## src/rtl/xbm_pkg.sv

```systemverilog
package xbm_pkg;
   typedef enum logic [2:0] {
      ST_IDLE,
      ST_ADDR,
      ST_SEL,
      ST_DATA,
      ST_WAIT,
      ST_RDATA
   } xbm_state_e;

   localparam logic [7:0] OP_READ  = 8'h02;
   localparam logic [7:0] OP_WRITE = 8'h03;
   localparam logic [7:0] ANS_READ  = 8'h82;
   localparam logic [7:0] ANS_WRITE = 8'h83;
endpackage

```

## src/rtl/xbm_parity.sv

```systemverilog
module xbm_parity #(
   parameter int W   = 8,
   parameter bit ODD = 1'b1
) (
   input  logic [W-1:0] d,
   output logic         p
);
   generate
      if (ODD) begin : g_odd
         assign p = ~^d;
      end else begin : g_even
         assign p = ^d;
      end
   endgenerate
endmodule

```

## src/rtl/xbm_byte_pick.sv

```systemverilog
module xbm_byte_pick #(
   parameter int W  = 64,
   parameter int BW = 8,
   parameter int IW = 3
) (
   input  logic [W-1:0]  word,
   input  logic [IW-1:0] idx,
   output logic [BW-1:0] lane
);
   localparam int LANES = W / BW;
   logic [BW-1:0] lanes [LANES];

   generate
      for (genvar g = 0; g < LANES; g++) begin : g_lane
         assign lanes[g] = word[g*BW +: BW];
      end
   endgenerate

   always_comb begin
      lane = '0;
      for (int i = 0; i < LANES; i++)
         if (int'(idx) == i) lane = lanes[i];
   end
endmodule

```

## src/rtl/xbm_timer.sv

```systemverilog
module xbm_timer #(
   parameter int LIMIT = 64
) (
   input  logic clk,
   input  logic rst_n,
   input  logic clr,
   output logic expired
);
   localparam int CW = $clog2(LIMIT + 1);
   logic [CW-1:0] cnt;

   always_ff @(posedge clk or negedge rst_n) begin
      if (!rst_n)   cnt <= '0;
      else if (clr) cnt <= '0;
      else          cnt <= cnt + 1'b1;
   end

   assign expired = (cnt == CW'(LIMIT - 1));
endmodule

```

## src/rtl/xbm_master.sv

```systemverilog
module xbm_master #(
   parameter int ADDR_W      = 32,
   parameter int DATA_W      = 64,
   parameter int BUS_W       = 8,
   parameter int TIMEOUT_CYC = 64,
   parameter bit ODD_PARITY  = 1'b1
) (
   input  logic                  clk,
   input  logic                  rst_n,
   input  logic                  req_valid,
   input  logic                  req_write,
   input  logic [ADDR_W-1:0]     req_addr,
   input  logic [DATA_W/BUS_W-1:0] req_sel,
   input  logic [DATA_W-1:0]     req_wdata,
   output logic                  rsp_ack,
   output logic                  rsp_err,
   output logic [DATA_W-1:0]     rsp_rdata,
   output logic [BUS_W-1:0]      bus_out,
   output logic                  bus_out_par,
   input  logic [BUS_W-1:0]      bus_in,
   input  logic                  bus_in_par,
   output logic                  par_err
);
   import xbm_pkg::*;

   localparam int ADDR_BYTES = ADDR_W / BUS_W;
   localparam int DATA_BYTES = DATA_W / BUS_W;
   localparam int SEL_W      = DATA_BYTES;
   localparam int MAX_BYTES  = (ADDR_BYTES > DATA_BYTES) ? ADDR_BYTES : DATA_BYTES;
   localparam int IDX_W      = (MAX_BYTES > 1) ? $clog2(MAX_BYTES) : 1;
   localparam logic [BUS_W-1:0] C_RD  = BUS_W'(OP_READ);
   localparam logic [BUS_W-1:0] C_WR  = BUS_W'(OP_WRITE);
   localparam logic [BUS_W-1:0] A_RD  = BUS_W'(ANS_READ);
   localparam logic [BUS_W-1:0] A_WR  = BUS_W'(ANS_WRITE);

   generate
      if ((ADDR_W % BUS_W) != 0 || (DATA_W % BUS_W) != 0) begin : g_bad_div
         $error("xbm_master: ADDR_W and DATA_W must be multiples of BUS_W");
      end
      if (BUS_W < 8) begin : g_bad_bus
         $error("xbm_master: BUS_W must hold the 8-bit codes");
      end
      if (TIMEOUT_CYC < 2) begin : g_bad_tmo
         $error("xbm_master: TIMEOUT_CYC must be at least 2");
      end
   endgenerate

   xbm_state_e         st;
   logic [IDX_W-1:0]   idx;
   logic               is_wr;
   logic [ADDR_W-1:0]  addr_q;
   logic [DATA_W-1:0]  wdata_q;
   logic [SEL_W-1:0]   sel_q;
   logic [BUS_W-1:0]   tx_q;
   logic [DATA_W-1:0]  rdata_q;
   logic               ack_q;
   logic               err_q;
   logic               perr_q;
   logic               acc_err;

   logic [BUS_W-1:0]   addr_lane;
   logic [BUS_W-1:0]   data_lane;
   logic               in_par_exp;
   logic               rx_bad;
   logic               expired;
   logic [BUS_W-1:0]   ans_exp;
   logic               addr_last;
   logic               data_last;

   xbm_byte_pick #(.W(ADDR_W), .BW(BUS_W), .IW(IDX_W)) u_addr_pick (
      .word(addr_q), .idx(idx), .lane(addr_lane));
   xbm_byte_pick #(.W(DATA_W), .BW(BUS_W), .IW(IDX_W)) u_data_pick (
      .word(wdata_q), .idx(idx), .lane(data_lane));

   xbm_parity #(.W(BUS_W), .ODD(ODD_PARITY)) u_tx_par (
      .d(tx_q), .p(bus_out_par));
   xbm_parity #(.W(BUS_W), .ODD(ODD_PARITY)) u_rx_par (
      .d(bus_in), .p(in_par_exp));

   xbm_timer #(.LIMIT(TIMEOUT_CYC)) u_timer (
      .clk(clk), .rst_n(rst_n), .clr(st != ST_WAIT), .expired(expired));

   assign rx_bad    = (bus_in_par != in_par_exp);
   assign ans_exp   = is_wr ? A_WR : A_RD;
   assign addr_last = (idx == IDX_W'(ADDR_BYTES - 1));
   assign data_last = (idx == IDX_W'(DATA_BYTES - 1));

   always_ff @(posedge clk or negedge rst_n) begin
      if (!rst_n) begin
         st      <= ST_IDLE;
         idx     <= '0;
         is_wr   <= 1'b0;
         addr_q  <= '0;
         wdata_q <= '0;
         sel_q   <= '0;
         tx_q    <= '0;
         rdata_q <= '0;
         ack_q   <= 1'b0;
         err_q   <= 1'b0;
         perr_q  <= 1'b0;
         acc_err <= 1'b0;
      end else begin
         ack_q  <= 1'b0;
         perr_q <= rx_bad;
         tx_q   <= '0;
         unique case (st)
            ST_IDLE: begin
               if (req_valid) begin
                  is_wr   <= req_write;
                  addr_q  <= req_addr;
                  wdata_q <= req_wdata;
                  sel_q   <= req_sel;
                  tx_q    <= req_write ? C_WR : C_RD;
                  idx     <= '0;
                  acc_err <= 1'b0;
                  st      <= ST_ADDR;
               end
            end
            ST_ADDR: begin
               tx_q <= addr_lane;
               if (addr_last) begin
                  idx <= '0;
                  st  <= is_wr ? ST_SEL : ST_WAIT;
               end else begin
                  idx <= idx + 1'b1;
               end
            end
            ST_SEL: begin
               tx_q <= BUS_W'(sel_q);
               st   <= ST_DATA;
            end
            ST_DATA: begin
               tx_q <= data_lane;
               if (data_last) begin
                  idx <= '0;
                  st  <= ST_WAIT;
               end else begin
                  idx <= idx + 1'b1;
               end
            end
            ST_WAIT: begin
               if (bus_in != '0) begin
                  if (bus_in == ans_exp && !rx_bad && !is_wr) begin
                     idx <= '0;
                     st  <= ST_RDATA;
                  end else begin
                     ack_q <= 1'b1;
                     err_q <= (bus_in != ans_exp) || rx_bad;
                     st    <= ST_IDLE;
                  end
               end else if (expired) begin
                  ack_q <= 1'b1;
                  err_q <= 1'b1;
                  st    <= ST_IDLE;
               end
            end
            ST_RDATA: begin
               rdata_q <= {bus_in, rdata_q[DATA_W-1:BUS_W]};
               if (rx_bad) acc_err <= 1'b1;
               if (data_last) begin
                  ack_q <= 1'b1;
                  err_q <= acc_err || rx_bad;
                  st    <= ST_IDLE;
               end else begin
                  idx <= idx + 1'b1;
               end
            end
            default: st <= ST_IDLE;
         endcase
      end
   end

   assign bus_out   = tx_q;
   assign rsp_ack   = ack_q;
   assign rsp_err   = err_q;
   assign rsp_rdata = rdata_q;
   assign par_err   = perr_q;
endmodule

```

## config.mk

```make
export PLATFORM = sky130hd
export DESIGN_NAME = xbm_master
export DESIGN_NICKNAME = d
export VERILOG_FILES = /design/src/rtl/xbm_pkg.sv /design/src/rtl/xbm_parity.sv /design/src/rtl/xbm_byte_pick.sv /design/src/rtl/xbm_timer.sv /design/src/rtl/xbm_master.sv
export SDC_FILE = /design/constraint.sdc
export NUM_CORES = 1
export LEC_CHECK = 0
export BUFFER_PORTS_ARGS = -buffer_cell sky130_fd_sc_hd__buf_2
export CAP_MARGIN = 10
export CORE_MARGIN = 2
export CORE_UTILIZATION = 45
export CTS_CLUSTER_SIZE = 20
export DETAILED_ROUTE_END_ITERATION = 6
export GPL_TIMING_DRIVEN = 0
export MAX_ROUTING_LAYER = met4
export PLACE_DENSITY = 0.82
export SETUP_SLACK_MARGIN = 0.05
export SLEW_MARGIN = 20
export SYNTH_ARGS = -nofsm -noshare
export SYNTH_HDL_FRONTEND = slang
export SYNTH_SLANG_ARGS = --single-unit
```

## constraint.sdc

```tcl
create_clock -name clk -period 1.9 [get_ports clk]
set_input_delay 0.095 -clock clk [delete_from_list [all_inputs] [get_ports clk]]
set_output_delay 0.095 -clock clk [all_outputs]
set_load 0.01 [all_outputs]
```

==> After elaboration in Yosys (flattened, before gate mapping) <==
Cells that the tools add are included.
{ "op_classes": {"add_sub_neg": 2, "multipliers": 0, "n_div": 0, "magnitude_cmp": 0, "eq_ne": 29, "shifts": 0, "muxes": 46, "bitwise": 0, "n_reduce_logical": 19} }
{ "ops": {"columns": ["operator", "n"], "rows": [
  ["8-bit two-way mux", 12],
  ["3-bit two-way mux", 14],
  ["8-bit case mux with 4 select lines", 1],
  ["3-bit == test, second input constant", 7],
  ["3-bit case mux with 6 select lines", 1],
  ["2-bit != test, second input constant", 8],
  ["8-bit XNOR reduction", 2],
  ["3-bit by 2-bit == test with 1-bit output, second input constant", 5],
  ["3-bit case mux with 5 select lines", 1],
  ["1-bit two-way mux", 12],
  ["5-bit AND reduction", 2],
  ["3-bit != test, second input constant", 3],
  ["8-bit == test", 1],
  ["8-bit != test", 1],
  ["8-bit nonzero test", 1],
  ["7-bit by 1-bit adder with 7-bit output, second input constant", 1],
  ["7-bit by 6-bit == test with 1-bit output, second input constant", 1],
  ["7-bit two-way mux", 1],
  ["3-bit by 1-bit == test with 1-bit output, second input constant", 2],
  ["3-bit logical NOT", 2],
  ["1-bit case mux with 2 select lines", 3],
  ["5-bit nonzero test", 1],
  ["4-bit AND reduction", 1],
  ["2-bit nonzero test", 2],
  ["8 further kinds", 11]
]} }
{ "totals": {"register_bits": 194, "latch_bits": 0, "mem_bits_rw": 0, "rom_bits": 0, "wordCells": 109, "mem_count": 0} }

==> Depth between registers and ports, before layout <==
{ "logic_depth": {"ltp_word": 10, "mapped_depth": 10} }

==> Hierarchy <==
Synthesis repeated with hierarchy kept, for this count alone.
{ "hier_totals": {"hier_cells": 719, "area_unflattened_um2": 8607.0} }
{ "by_module_without_submodules": {"columns": ["module", "n_inst", "cells_per_inst", "area_each_um2", "seq_area_each_um2"], "rows": [
  ["xbm_master", 1, 619, 7377.1, 4679.5],
  ["xbm_byte_pick (u_data_pick)", 1, 29, 550.5, 0.0],
  ["xbm_timer", 1, 27, 295.3, 175.2],
  ["xbm_byte_pick (u_addr_pick)", 1, 30, 261.5, 0.0],
  ["xbm_parity", 2, 7, 61.3, 0.0]
]} }

==> Worst setup path before layout <==
No wires, ideal clock.
{ "synth_path": {"kind": "register -> register", "start": "register idx[2]", "end": "register tx_q[7] (netlist: bus_out[7])", "setup_time_ns": 0.095, "arrival_time_ns": 1.915, "required_time_ns": 1.805, "path_slack_ns": -0.110, "path_stages_with_launch": 11, "path_cell_list": "dfrtp_1 > buf_2 > inv_1 > clkbuf_1 > ha_1 > buf_2 > nor2_1 > o21ai_0 > o21ai_0 > a21oi_1 > o31ai_1"} }
{ "synth_via": {"elab_chain_cells": 10} }
{ "synth_rtl": {"columns": ["item", "line_no", "rtl"], "rows": [
  ["start: declaration", "xbm_master.sv:49", "logic [IDX_W-1:0] idx;"],
  ["start signal: assignment", "xbm_master.sv:125", "idx <= idx + 1'b1;"],
  ["start signal: assignment", "xbm_master.sv:138", "idx <= idx + 1'b1;"],
  ["start signal: assignment", "xbm_master.sv:165", "idx <= idx + 1'b1;"],
  ["3-bit logical NOT", "xbm_byte_pick.sv:22", "if (int'(idx) == i) lane = lanes[i];"],
  ["8-bit two-way mux (8 in a row)", "xbm_byte_pick.sv:22", null],
  ["8-bit case mux with 4 select lines *", "xbm_master.sv:106", "unique case (st)"],
  ["end signal: assignment", "xbm_master.sv:113", "tx_q <= req_write ? C_WR : C_RD;"],
  ["end signal: assignment", "xbm_master.sv:120", "tx_q <= addr_lane;"],
  ["end signal: assignment", "xbm_master.sv:129", "tx_q <= BUS_W'(sel_q);"],
  ["end: declaration", "xbm_master.sv:54", "logic [BUS_W-1:0] tx_q;"]
]} }
Mark *: on every way between the ends. The rest lies on a longest branch, timed or not.
A chain may end at the register's enable or synchronous reset.

==> Final worst setup path <==
{ "layout_path": {"start": "register idx[0]", "end": "register tx_q[1] (netlist: bus_out[1])"} }
The elaborated chain is that of the path after synthesis.

==> flow_metrics.env <==
export IMPL_pwr_share_comb=0.466
export IMPL_cts_tree="built"
export IMPL_ctsLongestPathBuffers=2
export IMPL_dp_hpwl_um=15200
export IMPL_fin_area_um2=12300
export IMPL_synthFlopType="dfrtp_1"
export IMPL_outcome="finished with violations"
export IMPL_ios=193
export IMPL_fin_crit_sh=1.07
export IMPL_syn_cell_area_um2=8640
export IMPL_worstReg2RegStart="idx[0]$_DFFE_PN0P_"
export IMPL_met3_usage=0.0437
export IMPL_drv_cap=0
export IMPL_antenna_found_initial=0
export IMPL_port_buffers=192
export IMPL_crit_type="reg -> reg"
export IMPL_min_path_type="in -> reg"
export IMPL_grt_first_pass_wirelength_um=38600
export IMPL_synth_edf_count=0
export IMPL_layout_nets=1146
export IMPL_use_met1=0.310
export IMPL_ys_ff_latch=194
export IMPL_syn_avg_cell_area_um2=12.8
export IMPL_row_count=50
export IMPL_pwr_share_clk=0.171
export IMPL_finalHoldViolCount=0
export IMPL_fmax_mhz=491
export IMPL_hp_start="req_valid"
export IMPL_synthesis_nets=804
export IMPL_tightest_slew_ns=0.757
export IMPL_drive_above_1_share=0.478
export IMPL_required_ns=2.22
export IMPL_synth_seq_area_share=0.562
export IMPL_cts_sinks=194
export IMPL_p_int_w=0.0128
export IMPL_ys_types=49
export IMPL_sw_frac_of_total=0.393
export IMPL_ant_nets=0
export IMPL_first_iter_violations=594
export IMPL_start_util=0.460
export IMPL_p_per_area_nw_per_um2=1710
export IMPL_fp_dieArea_um2=20300
export IMPL_hold_depth=4
export IMPL_r2r_end="bus_out[1]$_DFF_PN0_"
export IMPL_grt_use_total=0.256
export IMPL_leakagePower_nw=5.61
export IMPL_place_congestion=0.895
export IMPL_synth_async_reset_ratio=1.00
export IMPL_cts_made_buffers=17
export IMPL_die_h_um=143
export IMPL_drc=0
export IMPL_total_power_w=0.0211
export IMPL_crit_arrival_ns=2.35
export IMPL_fin_ws_ns=-0.137
export IMPL_core_area_um2=18800
export IMPL_grt_setup_unrepaired="yes"
export IMPL_relSlewSlack=0.495
export IMPL_wl_per_cell_um=21.6
export IMPL_drt_wl_total_um=27300
export IMPL_reg2reg_depth=8
export IMPL_endpoint_kind="flop"
export IMPL_rrSetupSlack_ns=-0.14
export IMPL_seqPwrFrac=0.363
export IMPL_cp_start_kind="flop"
export IMPL_cp_max_fo=5
export IMPL_diodes=0
export IMPL_clk_latency_ns=0.43
export IMPL_num_vias=7268
export IMPL_dpl_instance_area_um2=9950
export IMPL_netlist_instances=674
export IMPL_overflow=0
export IMPL_switchingPower_w=0.00829
export IMPL_grt_pass1_vias=7193
export IMPL_syn2layout_area_growth_pct=43.0
export IMPL_final_setup_viol_count=6
export IMPL_finClkSkew_ns=0.0121
export IMPL_synth_top_area_cell="dfrtp_1"
export IMPL_vdd_drop_max_mv=0.992
export IMPL_first_pass_iters=6
export IMPL_busiest_layer="met2"
export IMPL_yosys_warnings=0
export IMPL_violations="negative setup slack"
export IMPL_maxSlewViolCount=0
export IMPL_vias_per_cell=5.75
export IMPL_finalCriticalPeriod_ns=2.04
export IMPL_use_met2=0.419
export IMPL_clk_pin_slew_ns=0.08
export IMPL_die_x_um=143
export IMPL_synth_area_leaders="dfrtp_1 56%, mux2_2 17%, mux2_1 3.5%"
export IMPL_final_util=0.658
export IMPL_htreeDepth=4
export IMPL_grt_max_degree=101
export IMPL_synth_top_cell_area_share=0.562
export IMPL_setup_tns_ns=-0.634
export IMPL_cts_root_buf="clkbuf_16"
export IMPL_min_delay_worst_endpoint="st[0]$_DFFE_PN0P_"
[layer usage]
layer,vias to the layer above,routed length (um)
met5,-,0
met2,452,13300
li1,3135,-
met1,3532,10500
met3,149,1930
met4,0,1620
[cells in the final DEF (no fill, tap or decap), types with 7 or more instances in the layout]
master,synthesis,final
o31ai_1,9,7
mux2_1,27,27
xnor2_1,9,9
nand2b_1,10,9
mux2_2,133,133
dfrtp_1,194,191
buf_4,5,21
inv_1,18,11
ha_4,0,7
dlygate4sd3_1,0,112
o22ai_1,7,7
buf_2,23,203
buf_8,0,7
clkbuf_16,0,18
nor2_1,15,13
a21oi_1,40,34
nand2_1,32,29
o21ai_0,45,25
a221oi_2,0,7
o21ai_2,0,15
a221oi_1,16,7
[synth_stat cells (all sizes together) (7+ instances only)]
| cell | count |
|---|---|
| a221oi | 16 |
| a22oi | 7 |
| mux2 | 160 |
| o22ai | 8 |
| dfrtp | 194 |
| nand2 | 32 |
| inv | 19 |
| xnor2 | 11 |
| nand2b | 10 |
| o21ai | 46 |
| a32oi | 8 |
| ha | 13 |
| buf | 33 |
| nor2 | 15 |
| clkbuf | 8 |
| a21oi | 40 |
| o31ai | 9 |
[per-stage QoR]
step | setup slack [ns] | hold slack [ns] | cells
6_report | -0.137 | 0.106 | 1263
5_1_grt | -0.221 | 0.112 | 1263
4_1_cts | -0.0387 | 0.0838 | 1258
3_3_place_gp | -2.73 | 0.313 | 1100
2_1_floorplan | 0.0792 | -0.201 | 674
3_5_place_dp | -0.397 | 0.189 | 1101
[layout make-up]
class / count / area (um^2)
fillers: 1253 / 6420
flip-flops and latches: 194 / 4860
multi-input cells: 420 / 3900
repair buffers: 325 / 2310
clock buffers: 17 / 425
plain buffers: 38 / 305
well taps: 234 / 293
clock inverters: 15 / 171
inverters: 19 / 83.8
repair inverters: 1 / 7.51
[power by group through the flow]
stage / registers [W] / clock network, W / logic [W]
6_report: 0.00765 / 0.00361 / 0.00982
5_1_grt: 0.00785 / 0.00382 / 0.0104
4_1_cts: 0.00739 / 0.00364 / 0.00831
3_5_place_dp: 0.00745 / 0 / 0.00757
3_3_place_gp: 0.00734 / 0 / 0.00735
2_1_floorplan: 0.00742 / 0 / 0.00501
[worst max-delay path by stage]
| stage | start | cells past startpoint | slack (ns) | to |
|---|---|---|---|---|
| after floorplan | idx[2]$_DFFE_PN0P_ | 10 | 0.08 | bus_out[2]$_DFF_PN0_ |
| after global placement | rst_n | 1 | -2.73 | idx[2]$_DFFE_PN0P_ |
| after detailed placement | idx[0]$_DFFE_PN0P_ | 8 | -0.40 | bus_out[1]$_DFF_PN0_ |
| after CTS | idx[0]$_DFFE_PN0P_ | 8 | -0.04 | bus_out[4]$_DFF_PN0_ |
| after global routing | idx[0]$_DFFE_PN0P_ | 8 | -0.22 | bus_out[6]$_DFF_PN0_ |
| final | idx[0]$_DFFE_PN0P_ | 8 | -0.14 | bus_out[1]$_DFF_PN0_ |
[flip-flops by register name, summed over array words and instances (netlist names), 3 cells and up]
name / flops
addr_q: 32
bus_out: 8
idx: 3
rsp_rdata: 64
sel_q: 8
st: 3
u_timer.cnt: 7
wdata_q: 64
[critical path, cell delays in order, from the launching register on]
cell      delay [ns]
dfrtp_2         0.49
inv_4           0.11
ha_4            0.13
nor2b_4         0.28
buf_6           0.20
a221oi_4        0.07
o21ai_2         0.22
a21oi_2         0.10
o31ai_1         0.32
[cell families (layout without fill, tap and decap cells)]
kind of cell / count (synthesis) / count (layout) / synth area share
DFF: 194 / 194 / 0.562
muxes: 163 / 163 / 0.212
AOI/OAI and AO/OA: 146 / 146 / 0.107
and+or+nand+nor: 84 / 84 / 0.0493
buffers and inverters: 60 / 415 / 0.0316
xor gates and xnor gates: 14 / 14 / 0.0190
adders and majority gates: 13 / 13 / 0.0188
[what timing repair did]
item,4_1_cts,5_1_grt
setup endpoints to repair,110,95
gates resized for setup,46,109
hold buffers,114,0
endpoints found under the hold margin,212,0
cloned,0,2
pin swaps,14,39
buffers inserted,12,7
Note: power is estimated with default switching activity, not from simulation.
